File: config.mk
export PLATFORM = sky130hd
export DESIGN_NAME = irq_gather
export DESIGN_NICKNAME = d
export VERILOG_FILES = /design/src/rtl/irq_gather.sv
export SDC_FILE = /design/constraint.sdc
export NUM_CORES = 1
export LEC_CHECK = 0
export BUFFER_PORTS_ARGS = -buffer_cell sky130_fd_sc_hd__buf_2
export CORE_MARGIN = 4
export CORE_UTILIZATION = 30
export CTS_CLUSTER_SIZE = 28
export DETAILED_ROUTE_END_ITERATION = 12
export PLACE_DENSITY_LB_ADDON = 0.12
export REMOVE_ABC_BUFFERS = 1
export SYNTH_ARGS = -nofsm -noshare
export SYNTH_HDL_FRONTEND = slang
export SYNTH_SLANG_ARGS = --single-unit
File: constraint.sdc
create_clock -name clk -period 0.8 [get_ports clk]
set_input_delay 0.16 -clock clk [delete_from_list [all_inputs] [get_ports clk]]
set_output_delay 0.16 -clock clk [all_outputs]
set_load 0.02 [all_outputs]
File: src/rtl/irq_gather.sv
module irq_gather #(
  parameter int NSRC = 6,
  parameter int WORD = 32
) (
  input  logic            clk,
  input  logic            rst_n,
  input  logic [NSRC-1:0] req_i,
  input  logic [NSRC-1:0] clr_i,
  input  logic            mask_we,
  input  logic [WORD-1:0] mask_wdata,
  output logic [WORD-1:0] pend_o,
  output logic [NSRC-1:0] mask_o,
  output logic            cpu_irq_o
);

  localparam int PAIRW = 2 * NSRC;

  logic [NSRC-1:0] pend_q, pend_nxt;
  logic [NSRC-1:0] mask_q, mask_nxt;
  logic            irq_q;
  logic            unused_hi;

  assign unused_hi = ^mask_wdata[WORD-1:PAIRW];

  // set wins over clear
  assign pend_nxt = (pend_q & ~clr_i) | req_i;

  for (genvar i = 0; i < NSRC; i++) begin : g_pair
    logic do_clr, do_set;
    assign do_clr = mask_we &  mask_wdata[2*i] & ~mask_wdata[2*i+1];
    assign do_set = mask_we & ~mask_wdata[2*i] &  mask_wdata[2*i+1];
    assign mask_nxt[i] = do_set | (mask_q[i] & ~do_clr);
  end

  always_ff @(posedge clk or negedge rst_n) begin
    if (!rst_n) begin
      pend_q <= '0;
      mask_q <= '0;
      irq_q  <= 1'b0;
    end else begin
      pend_q <= pend_nxt;
      mask_q <= mask_nxt;
      irq_q  <= |(pend_q & mask_q);
    end
  end

  assign pend_o    = {{(WORD-NSRC){1'b0}}, pend_q};
  assign mask_o    = mask_q;
  assign cpu_irq_o = irq_q;

  p_set_r2: assert property (@(posedge clk) disable iff (!rst_n)
    1'b1 |=> ((pend_o[NSRC-1:0] & $past(req_i)) == $past(req_i)));

  p_hold_r2: assert property (@(posedge clk) disable iff (!rst_n)
    1'b1 |=> (((pend_o[NSRC-1:0] ^ $past(pend_o[NSRC-1:0])) & ~$past(req_i | clr_i)) == '0));

  p_clear_r3: assert property (@(posedge clk) disable iff (!rst_n)
    1'b1 |=> ((pend_o[NSRC-1:0] & $past(clr_i & ~req_i)) == '0));

  p_mask_idle_r6: assert property (@(posedge clk) disable iff (!rst_n)
    !mask_we |=> $stable(mask_o));

  p_upper_zero_r7: assert property (@(posedge clk) disable iff (!rst_n)
    pend_o[WORD-1:NSRC] == '0);

  p_irq_r8: assert property (@(posedge clk) disable iff (!rst_n)
    1'b1 |=> (cpu_irq_o == |($past(pend_o[NSRC-1:0]) & $past(mask_o))));

endmodule

Word-level counts from Yosys, hierarchy flattened --
Cells that the tools add are included.
Cells by class: bitwise gates (word level) 58, reduce and logical (&&, ||, !) cells 1
Operators with widths (count):
- $and 1x1->1 | 30
- $not 1->1 | 18
- $and 6x6->6 | 2
- $not 6->6 | 1
- $or 1x1->1 | 6
- $or 6x6->6 | 1
- $reduce_or 6->1 | 1
Word-level totals: output and inout port bits 39, flip-flop bits (word level) 13

Longest topological paths before layout --
depth in word-level cells 5, mapped depth 3, depth with buffers taken out 2

Worst setup path before layout --
Ideal clock, no wire load.
path type register to register, start reg mask_q[3] (netlist: mask_o[3]), end reg irq_q (netlist: cpu_irq_o), buffers on the path 0, slack -0.063 ns, setup time 0.131 ns, cell stages (with the launch flop) 3, data arrival time 0.732 ns, cell sequence dfrtp_1 > a22oi_1 > nand3_1
Between the ends: word-level cells in the longest chain between the ends 2
Ends and longest elaborated chain:
- start, declared | RTL line 19 | logic [NSRC-1:0] mask_q, mask_nxt;
- start signal, assigned | RTL line 42 | mask_q <= mask_nxt;
- $and 6x6->6 | RTL line 43 | irq_q <= |(pend_q & mask_q);
- $reduce_or 6->1 | RTL line 43
- end signal, assigned | RTL line 43
- end, declared | RTL line 20 | logic irq_q;
No other way between the ends.

Final worst setup path --
start reg pend_q[0], end out pend_o[0]
RTL lines:
- start, declared | RTL line 18 | logic [NSRC-1:0] pend_q, pend_nxt;
- start signal, assigned | RTL line 41 | pend_q <= pend_nxt;
- end, declared | RTL line 11 | output logic [WORD-1:0] pend_o,
No word-level cell between the ends.

==> impl_metrics.json <==
{
  "hpwl_um": 1360,
  "final_hold_viol_count": 0,
  "wirelength_um": 1880,
  "grt_antenna_before_repair": 0,
  "post-route-util_pct": 51.2,
  "yosys_warnings": 0,
  "fp.dieW_um": 58.1,
  "hold_path.class": "primary input to flop",
  "synth-seq-cells": 13,
  "post_synth_xor_area_fraction_pct": 0,
  "top_area_cells_in_the_synthesized_netlist": "sky130_fd_sc_hd__dfrtp_1, sky130_fd_sc_hd__buf_4, sky130_fd_sc_hd__o2bb2ai_1",
  "clock_skew_ps": 1.90,
  "finalWorstSetupSlack_ps": -197,
  "timing.final.crit_period_ps": 997,
  "rr_endpoint": "cpu_irq_o$_DFF_PN0_",
  "antenna_left": 0,
  "grt.overflow.total": 0,
  "drive_gt1_share_pct": 49.6,
  "worst_setup_path_end_kind": "output port",
  "synthAdderAreaFrac_pct": 0,
  "ioPinCount": 86,
  "reg2reg_slack_ps": -120,
  "post-route-period-util_pct": 125,
  "whs_path_depth": 2,
  "n_antenna_cell": 0,
  "worst_r2r_path_depth": 3,
  "worstPathMaxFanout": 2,
  "gr-usage-all-layers_pct": 11.3,
  "cp_cell_sequence": "buf_6",
  "pwr_density_cell_mw_per_mm2": 1590,
  "wire_per_inst_um": 11.8,
  "finalSetupViolCount": 18,
  "remaining_drc_errors": 0,
  "timing.critical_path.max_delay_family": "flip-flops",
  "detailedRoute.firstPassIterationCount": 4,
  "timing.hold.worst.start": "mask_wdata[10]",
  "synth-compound-area-share_pct": 20.0,
  "timing.critical_path.arrival_ps": 840,
  "maxClockFrequency_mhz": 1000,
  "final.fill_count": 239,
  "cts_tree": "built",
  "seq_area_um2": 325,
  "largest_family_of_logic_cells_by_synthesized_area": "buffers and inverters",
  "fp.dieArea_mm2": 0.00337,
  "worst-path-buf-inv": 1,
  "worst_skew_pair.late_latency_ps": 270,
  "first_global_vias": 638,
  "clock_sinks": 13,
  "synth_largest_type_area_fraction_pct": 43.3,
  "multi_input_comb_area_um2": 329,
  "die_y_um": 58.1,
  "syn_area_um2": 752,
  "number_of_input_and_output_port_buffers_inserted": 39,
  "synth_cells": 75,
  "area_growth_syn_to_fin_pct": 56.4,
  "delay_contributed_by_the_slowest_stage_of_the_critical_path_ps": 420,
  "maximum_number_of_pins_on_one_net_before_global_route_repair": 14,
  "holdPathEnd": "mask_o[5]$_DFF_PN0_",
  "finalMaxSlewViolations": 0,
  "num_rows": 17,
  "layout.cells.most_common_list": "sky130_fd_sc_hd__conb_1, sky130_fd_sc_hd__buf_2, sky130_fd_sc_hd__buf_6",
  "grt_setup_unrepaired": "true",
  "dr_total_vias": 658,
  "cts_buffers": 3,
  "detail_route.vias_per_cell": 4.14,
  "regToRegStartpoint": "mask_o[0]$_DFF_PN0_",
  "status": "finished with violations",
  "synth_cell_type_count": 12,
  "clock_path_buffers": 2,
  "starting_density_of_the_core_pct": 32.7,
  "criticalPathCategory": "flop to output port",
  "timing.critical_path.slowest_stage_cell": "sky130_fd_sc_hd__dfrtp_1",
  "post-synth-top-area-cell": "sky130_fd_sc_hd__dfrtp_1",
  "core_area_mm2": 0.00230,
  "place_congestion": 0.648,
  "yosys-mux-area-fraction_pct": 0,
  "static-leakage-power_nw": 0.617,
  "avg_cell_area_syn_um2": 10.0,
  "maxCapViolations": 0,
  "synth_sequential_area_ratio_pct": 43.3,
  "vdd_drop_max_uv": 944,
  "failing_checks": "setup timing",
  "first_pass_grt_wire_length_um": 2880,
  "cts_max_level": 1,
  "crit_required_ps": 640,
  "synth_simple_gate_area_share_pct": 5.82,
  "root_buffer": "sky130_fd_sc_hd__clkbuf_4",
  "first_iter_violations": 4,
  "fin_worst_hold_slack_ps": 49.8,
  "clk_pin_slew_worst_paths_ps": 80,
  "layout.nets": 179,
  "critical_path.startpoint_type": "flop"
}
## power by group
group | internal [mW] | switching, mW
Combinational | 0.336 | 0.354
Clock | 0.193 | 0.219
Sequential | 0.715 | 0.0551
## Yosys cell counts
cell type / number
sky130_fd_sc_hd__inv_1: 6
sky130_fd_sc_hd__or2b_1: 1
sky130_fd_sc_hd__conb_1: 1
sky130_fd_sc_hd__buf_4: 26
sky130_fd_sc_hd__a21oi_1: 6
sky130_fd_sc_hd__a21o_1: 6
sky130_fd_sc_hd__a22oi_1: 3
sky130_fd_sc_hd__o2bb2ai_1: 6
sky130_fd_sc_hd__nand2b_1: 5
sky130_fd_sc_hd__nand3_1: 1
sky130_fd_sc_hd__dfrtp_1: 13
sky130_fd_sc_hd__buf_6: 1
## cell type report
cell class	count	share of cell area [%]
Clock buffer	4	2.23
Inverter	6	1.91
Multi-Input combinational cell	54	28.0
Sequential cell	13	27.7
Tap cell	28	2.98
Timing Repair Buffer	54	37.2
## worst max path at each step
| stage | start | end | slack, ps | depth (start not counted) |
|---|---|---|---|---|
| after floorplan | mask_o[3]$_DFF_PN0_ | cpu_irq_o$_DFF_PN0_ | -60 | 2 |
| after global placement | mask_o[3]$_DFF_PN0_ | cpu_irq_o$_DFF_PN0_ | -40 | 2 |
| after detailed placement | mask_o[3]$_DFF_PN0_ | cpu_irq_o$_DFF_PN0_ | -40 | 2 |
| after CTS | mask_o[3]$_DFF_PN0_ | mask_o[3] | -190 | 1 |
| after global routing | pend_q[2]$_DFF_PN0_ | pend_o[2] | -220 | 1 |
| final | pend_q[0]$_DFF_PN0_ | pend_o[0] | -200 | 1 |
## what timing repair did
action	CTS	global route
hold endpoints to repair	13	0
pin swaps	1	7
buffers inserted	12	0
hold buffers	1	0
setup endpoints to repair	14	26
resized for setup	34	10
## cells by family after synthesis
| kind of cell | after synthesis |
|---|---|
| AND/OR/NAND/NOR | 7 |
| AO/OA/AOI/OAI | 21 |
| other | 1 |
| buffers and inverters | 33 |
| flip-flops | 13 |
## flip-flops by register name (all words and copies together), names as in the netlist
| signal | count |
|---|---|
| mask_o | 6 |
| pend_q | 6 |
| cpu_irq_o | 1 |
## per-layer routing
metal / vias to the layer above / part of all wire [%] / GRT usage, %
met3: 2 / 9.5 / 5.79
met2: 35 / 55 / 19.5
met1: 313 / 35 / 12.4
li1: 308 / - / -
met4: 0 / 0.53 / 1.99
met5: - / 0 / 0
## metrics by stage
stage	cells	total power, mW	TNS [ps]	instance area, um2	setup slack [ps]
after floorplan	73	1.04	-62.6	639	-62.6
after global placement	142	1.22	-43.5	897	-43.5
after detailed placement	142	1.23	-40.1	897	-40.1
after CTS	159	1.85	-2730	1140	-194
after global routing	159	1.98	-3410	1180	-224
final	159	1.87	-2570	1180	-197
Power figures use the tool's default switching activity.
